### src/rtl/addTreePkg.sv
package addTreePkg;

  localparam int WORD_W = 16;
  localparam int MASK_W = 8;

  // Per-level control strobes: one bit per position whose incoming carry is dropped
  typedef struct packed {
    logic [WORD_W-1:0] killMask;
  } ctlStrobe_t;

  // Operand slots at tree entry (at least two so the final adder always has inputs)
  function automatic int slotsOf(input int n);
    return (n < 2) ? 2 : n;
  endfunction

  // Operand count after k compressor levels
  function automatic int opsAt(input int n, input int k);
    int c;
    c = slotsOf(n);
    for (int i = 0; i < k; i++) begin
      if (c > 2) c = (c / 3) * 2 + (c % 3);
    end
    return c;
  endfunction

  // Number of compressor levels needed to reach two operands
  function automatic int depthOf(input int n);
    int c;
    int d;
    c = slotsOf(n);
    d = 0;
    while (c > 2) begin
      c = (c / 3) * 2 + (c % 3);
      d++;
    end
    return d;
  endfunction

  // Clock latency: register points actually present in the tree
  function automatic int latencyOf(input int n, input logic [MASK_W-1:0] mask);
    int cnt;
    cnt = 0;
    for (int i = 0; i < MASK_W; i++) begin
      if (i <= depthOf(n) + 1 && mask[i]) cnt++;
    end
    return cnt;
  endfunction

  // Two-operand add whose carry chain is cleared at each killMask position
  function automatic logic [WORD_W-1:0] laneAdd(input logic [WORD_W-1:0] a,
                                                input logic [WORD_W-1:0] b,
                                                input logic [WORD_W-1:0] kill);
    logic [WORD_W-1:0] s;
    logic c;
    c = 1'b0;
    for (int i = 0; i < WORD_W; i++) begin
      if (kill[i]) c = 1'b0;
      s[i] = a[i] ^ b[i] ^ c;
      c = (a[i] & b[i]) | (a[i] & c) | (b[i] & c);
    end
    return s;
  endfunction

endpackage

### src/rtl/csa3Part.sv
module csa3Part
  import addTreePkg::*;
(
  input  logic [WORD_W-1:0] aIn,
  input  logic [WORD_W-1:0] bIn,
  input  logic [WORD_W-1:0] cIn,
  input  logic [WORD_W-1:0] killMask,
  output logic [WORD_W-1:0] sumO,
  output logic [WORD_W-1:0] carryO
);
  logic [WORD_W-1:0] maj;

  assign sumO   = aIn ^ bIn ^ cIn;
  assign maj    = (aIn & bIn) | (aIn & cIn) | (bIn & cIn);
  // Shift carries one place up; drop those landing on an active cut and the top one
  assign carryO = {maj[WORD_W-2:0], 1'b0} & ~killMask;
endmodule

### src/rtl/addTreeCtl.sv
module addTreeCtl
  import addTreePkg::*;
#(
  parameter int                DEPTH    = 6,
  parameter logic [MASK_W-1:0] REG_MASK = '0,
  parameter int                CUT_LO   = 4,
  parameter int                CUT_HI   = 8
) (
  input  logic                   clk,
  input  logic                   rstN,
  input  logic                   cutLo,
  input  logic                   cutHi,
  output ctlStrobe_t [DEPTH:0]   ctlLvl
);
  ctlStrobe_t base;

  always_comb begin
    base.killMask         = '0;
    base.killMask[CUT_LO] = cutLo;
    base.killMask[CUT_HI] = cutHi;
  end

  // Cut settings follow the same register points as the operands
  for (genvar k = 0; k <= DEPTH; k++) begin : gStage
    ctlStrobe_t prev;
    ctlStrobe_t cur;

    if (k == 0) begin : gHead
      assign prev = base;
    end else begin : gLink
      assign prev = gStage[k-1].cur;
    end

    if (REG_MASK[k]) begin : gReg
      always_ff @(posedge clk or negedge rstN) begin
        if (!rstN) cur <= '0;
        else       cur <= prev;
      end
    end else begin : gWire
      assign cur = prev;
    end

    assign ctlLvl[k] = cur;
  end
endmodule

### src/rtl/addTreeData.sv
module addTreeData
  import addTreePkg::*;
#(
  parameter int                NUM_IN   = 15,
  parameter int                DEPTH    = 6,
  parameter int                MAXOP    = 15,
  parameter int                IN_W     = 240,
  parameter logic [MASK_W-1:0] REG_MASK = '0
) (
  input  logic                  clk,
  input  logic                  rstN,
  input  logic [IN_W-1:0]       dataIn,
  input  ctlStrobe_t [DEPTH:0]  ctlLvl,
  output logic [WORD_W-1:0]     sumOut
);
  for (genvar k = 0; k <= DEPTH; k++) begin : gLvl
    logic [WORD_W-1:0] inOps [MAXOP];
    logic [WORD_W-1:0] ops   [MAXOP];

    if (k == 0) begin : gLoad
      for (genvar j = 0; j < MAXOP; j++) begin : gSlot
        if (j < NUM_IN) begin : gUsed
          assign inOps[j] = dataIn[j*WORD_W +: WORD_W];
        end else begin : gPad
          assign inOps[j] = '0;
        end
      end
    end else begin : gCmp
      localparam int IC = opsAt(NUM_IN, k-1);
      localparam int G  = IC / 3;
      localparam int R  = IC % 3;
      localparam int OC = opsAt(NUM_IN, k);

      for (genvar g = 0; g < G; g++) begin : gCsa
        csa3Part uCsa (
          .aIn     (gLvl[k-1].ops[3*g]),
          .bIn     (gLvl[k-1].ops[3*g+1]),
          .cIn     (gLvl[k-1].ops[3*g+2]),
          .killMask(ctlLvl[k-1].killMask),
          .sumO    (inOps[2*g]),
          .carryO  (inOps[2*g+1])
        );
      end
      for (genvar r = 0; r < R; r++) begin : gPass
        assign inOps[2*G+r] = gLvl[k-1].ops[3*G+r];
      end
      for (genvar j = OC; j < MAXOP; j++) begin : gIdle
        assign inOps[j] = '0;
      end
    end

    if (REG_MASK[k]) begin : gReg
      always_ff @(posedge clk or negedge rstN) begin
        if (!rstN) begin
          for (int j = 0; j < MAXOP; j++) ops[j] <= '0;
        end else begin
          for (int j = 0; j < MAXOP; j++) ops[j] <= inOps[j];
        end
      end
    end else begin : gWire
      assign ops = inOps;
    end
  end

  logic [WORD_W-1:0] sumComb;
  assign sumComb = laneAdd(gLvl[DEPTH].ops[0], gLvl[DEPTH].ops[1],
                           ctlLvl[DEPTH].killMask);

  if (REG_MASK[DEPTH+1]) begin : gOutReg
    always_ff @(posedge clk or negedge rstN) begin
      if (!rstN) sumOut <= '0;
      else       sumOut <= sumComb;
    end
  end else begin : gOutWire
    assign sumOut = sumComb;
  end
endmodule

### src/rtl/partAddTree.sv
module partAddTree
  import addTreePkg::*;
#(
  parameter int                NUM_IN   = 15,
  parameter logic [MASK_W-1:0] REG_MASK = 8'b1000_0101,
  parameter int                CUT_LO   = 4,
  parameter int                CUT_HI   = 8,
  localparam int               IN_W     = ((NUM_IN < 1) ? 1 : NUM_IN) * WORD_W
) (
  input  logic              clk,
  input  logic              rstN,
  input  logic              cutLo,
  input  logic              cutHi,
  input  logic [IN_W-1:0]   dataIn,
  output logic [WORD_W-1:0] sumOut
);
  localparam int DEPTH = depthOf(NUM_IN);
  localparam int MAXOP = slotsOf(NUM_IN);

  ctlStrobe_t [DEPTH:0] ctlLvl;

  addTreeCtl #(
    .DEPTH   (DEPTH),
    .REG_MASK(REG_MASK),
    .CUT_LO  (CUT_LO),
    .CUT_HI  (CUT_HI)
  ) uCtl (
    .clk   (clk),
    .rstN  (rstN),
    .cutLo (cutLo),
    .cutHi (cutHi),
    .ctlLvl(ctlLvl)
  );

  addTreeData #(
    .NUM_IN  (NUM_IN),
    .DEPTH   (DEPTH),
    .MAXOP   (MAXOP),
    .IN_W    (IN_W),
    .REG_MASK(REG_MASK)
  ) uData (
    .clk   (clk),
    .rstN  (rstN),
    .dataIn(dataIn),
    .ctlLvl(ctlLvl),
    .sumOut(sumOut)
  );
endmodule

### config.mk
export PLATFORM = sky130hd
export DESIGN_NAME = partAddTree
export DESIGN_NICKNAME = d
export VERILOG_FILES = /design/src/rtl/addTreePkg.sv /design/src/rtl/csa3Part.sv /design/src/rtl/addTreeCtl.sv /design/src/rtl/addTreeData.sv /design/src/rtl/partAddTree.sv
export SDC_FILE = /design/constraint.sdc
export NUM_CORES = 1
export LEC_CHECK = 0
export CORE_ASPECT_RATIO = 0.75
export CORE_MARGIN = 10
export CORE_UTILIZATION = 56
export DETAILED_ROUTE_END_ITERATION = 7
export DONT_BUFFER_PORTS = 1
export PLACE_DENSITY = 0.79
export SLEW_MARGIN = 0
export SYNTH_ARGS = -nofsm -noshare
export SYNTH_HDL_FRONTEND = slang
export SYNTH_HIERARCHICAL = 1
export SYNTH_SLANG_ARGS = --single-unit
### constraint.sdc
create_clock -name clk -period 9.1 [get_ports clk]
set_input_delay 1.82 -clock clk [delete_from_list [all_inputs] [get_ports clk]]
set_output_delay 1.82 -clock clk [all_outputs]
set_load 0.01 [all_outputs]
==> flow_metrics.env <==
export IMPL_area_delta_synth_final_pct=8.99
export IMPL_syn_inst=938
export IMPL_cts_htree_levels=2
export IMPL_grt_pass1_vias=7843
export IMPL_max_slew_worst_pin_slew_ns=0.644
export IMPL_p_leak_nw=7.76
export IMPL_grt_pass1_wl_microns=46200
export IMPL_nets=1408
export IMPL_clock_fmax_mhz=112
export IMPL_final_antenna_net_count=0
export IMPL_grt_usage_pct=17.0
export IMPL_clk_path_buf_depth=3
export IMPL_drt_iter0_drc=302
export IMPL_drv_slew=0
export IMPL_final_area_sq_um=17500
export IMPL_antenna_found_initial=11
export IMPL_drt_wirelength_per_cell_microns=21.0
export IMPL_top_layer_used="met4"
export IMPL_worstHoldPathType="flop to flop"
export IMPL_insertion_delay_ns=0.52
export IMPL_multi_input_area_sq_um=6370
export IMPL_numCtsBuffers=38
export IMPL_cts_root_buf="clkbuf_16"
export IMPL_placed_area_sq_um=16000
export IMPL_finalSetupViolations=0
export IMPL_wl_met2_microns=14200
export IMPL_max_cap_viol_count=0
export IMPL_cts_setup_buffers=0
export IMPL_cts_tree="yes"
export IMPL_ioPinCount=260
export IMPL_syn_avg_cell_area_sq_um=17.1
export IMPL_fin_hold_ws_ns=0.571
export IMPL_min_period_ns=8.92
export IMPL_overflow=0
export IMPL_drt_wl_total_microns=28900
export IMPL_r2r_cells=33
export IMPL_drc=0
export IMPL_die_w_microns=216
export IMPL_slowest_stage="fa_1"
export IMPL_netlist_area_sq_um=16100
export IMPL_wl_met3_microns=1780
export IMPL_n_fill_cell=1989
export IMPL_crit_top_cell="fa_2"
export IMPL_port_buffers=0
export IMPL_cellPowerDensity_nw_per_um2=288
export IMPL_max_slew_margin_pct=57.1
export IMPL_whs_path_depth=0
export IMPL_clk_pin_slew_ns=0.06
export IMPL_rr_startpoint="uData/gLvl[2].ops[224]"
export IMPL_cp_data_arrival_time_ns=9.38
export IMPL_via_count=6306
export IMPL_path_class="flop to flop"
export IMPL_ir_drop_mv=0.186
export IMPL_holdCritStartpoint="uCtl/gStage[0].cur[8]"
export IMPL_worst_path_max_fanout=1
export IMPL_clock_skew_ns=0.0141
export IMPL_seq_area_sq_um=9310
export IMPL_min_to="uCtl/gStage[2].cur[8]"
export IMPL_ys_warn_count=6
export IMPL_cp_start_kind="flop"
export IMPL_fp_dieH_microns=167
export IMPL_die_area_sq_um=35900
export IMPL_rsz0062_at_grt="true"
export IMPL_dp_hpwl_microns=22000
export IMPL_vias_per_cell=4.59
export IMPL_r2r_setup_slack_ns=0.18
export IMPL_layout_drive_gt1_share_pct=9.37
export IMPL_initial_core_util_pct=57.1
export IMPL_worst_setup_path_end_kind="flop"
export IMPL_fp_row_count=53
export IMPL_grt_max_degree=373
export IMPL_coreArea_sq_um=28100
export IMPL_hold_buffers=0
export IMPL_critPathMaxStageDelay_ns=0.54
export IMPL_post_route_period_util_pct=98.1
export IMPL_m1WireLength_microns=12400
export IMPL_outcome="finished clean"
export IMPL_firstDrtPassIters=7
export IMPL_finalHoldViolations=0
export IMPL_cp_required_ns=9.56
export IMPL_r2r_end="uData/sumOut[14]"
export IMPL_routabilityCongestion=0.756
export IMPL_cts_sinks=372
-- critical path, delay by kind of cell (launching register included) --
family | cells | cell delay (ns)
buffers and inverters | 1 | 0.06
adder cells (fa/ha/maj) | 18 | 6.62
flip-flops | 1 | 0.38
AND/OR/NAND/NOR | 14 | 1.81
-- power breakdown --
part           leakage [nW]  internal (mW)  switching [mW]
Combinational          2.70          0.737           0.674
Sequential             4.42           1.87           0.141
Clock                 0.637          0.976           0.639
Total                  7.76           3.58            1.46
-- registers in the layout (all words and copies together), names as in the netlist --
register,flops
uCtl/gStage.cur,4
uData/gLvl.ops,352
uData/sumOut,16
-- timing repair --
action,4_1_cts,5_1_grt
pin swaps,9,10
endpoints found under the hold margin,0,0
resized for setup,38,5
setup endpoints to repair,3,2
-- worst max-delay path by stage --
stage               cells past startpoint               end  slack [ns]                   start
finish                                 33  uData/sumOut[14]        0.18  uData/gLvl[2].ops[224]
global route                           33  uData/sumOut[14]       -0.12  uData/gLvl[2].ops[224]
CTS                                    33  uData/sumOut[14]        0.02  uData/gLvl[2].ops[192]
detailed placement                     33  uData/sumOut[14]       -0.49  uData/gLvl[2].ops[224]
global placement                       33  uData/sumOut[14]       -0.33  uData/gLvl[2].ops[224]
floorplan                              33  uData/sumOut[14]        0.02  uData/gLvl[2].ops[224]
-- layout by cell type, fill, tap and decap left out --
master,n
clkinv_4,2
conb_1,104
inv_1,3
xor3_1,13
clkbuf_8,5
fa_2,15
nor2b_1,194
dfrtp_1,372
bufinv_16,5
nand2b_1,1
nor2_1,1
nor2b_4,14
clkinv_2,5
clkbuf_16,39
diode_2,7
clkinv_8,1
clkbuf_1,5
ha_1,1
fa_1,194
xnor2_1,2
clkinvlp_4,4
inv_6,2
-- through the flow --
step           std cells  worst slack [ns]  power [mW]  utilization [%]  setup TNS [ns]
2_1_floorplan       1028            0.0222        3.03                -               0
3_3_place_gp        1299            -0.330        3.35             57.0          -0.570
3_5_place_dp        1299            -0.490        3.41             57.0          -0.967
4_1_cts             1367            0.0197        5.12             62.1               0
5_1_grt             1372            -0.116        5.41             62.2          -0.141
6_report            1374             0.176        5.03             62.3               0
-- area by class of cell --
class                   instances  share of cell area [%]
clock buffers                  49                    6.07
clock inverters                19                    1.47
well taps                     385                    2.75
diodes                          7                   0.100
inverters                       3                  0.0643
multi-input cells             539                    36.4
flip-flops and latches        372                    53.2
-- per-layer routing --
layer	up-vias	global-route usage, %
met3	48	4.98
met1	3406	23.6
li1	2681	-
met4	0	4.00
met5	-	0
met2	171	26.4
Power figures use the tool's default switching activity.
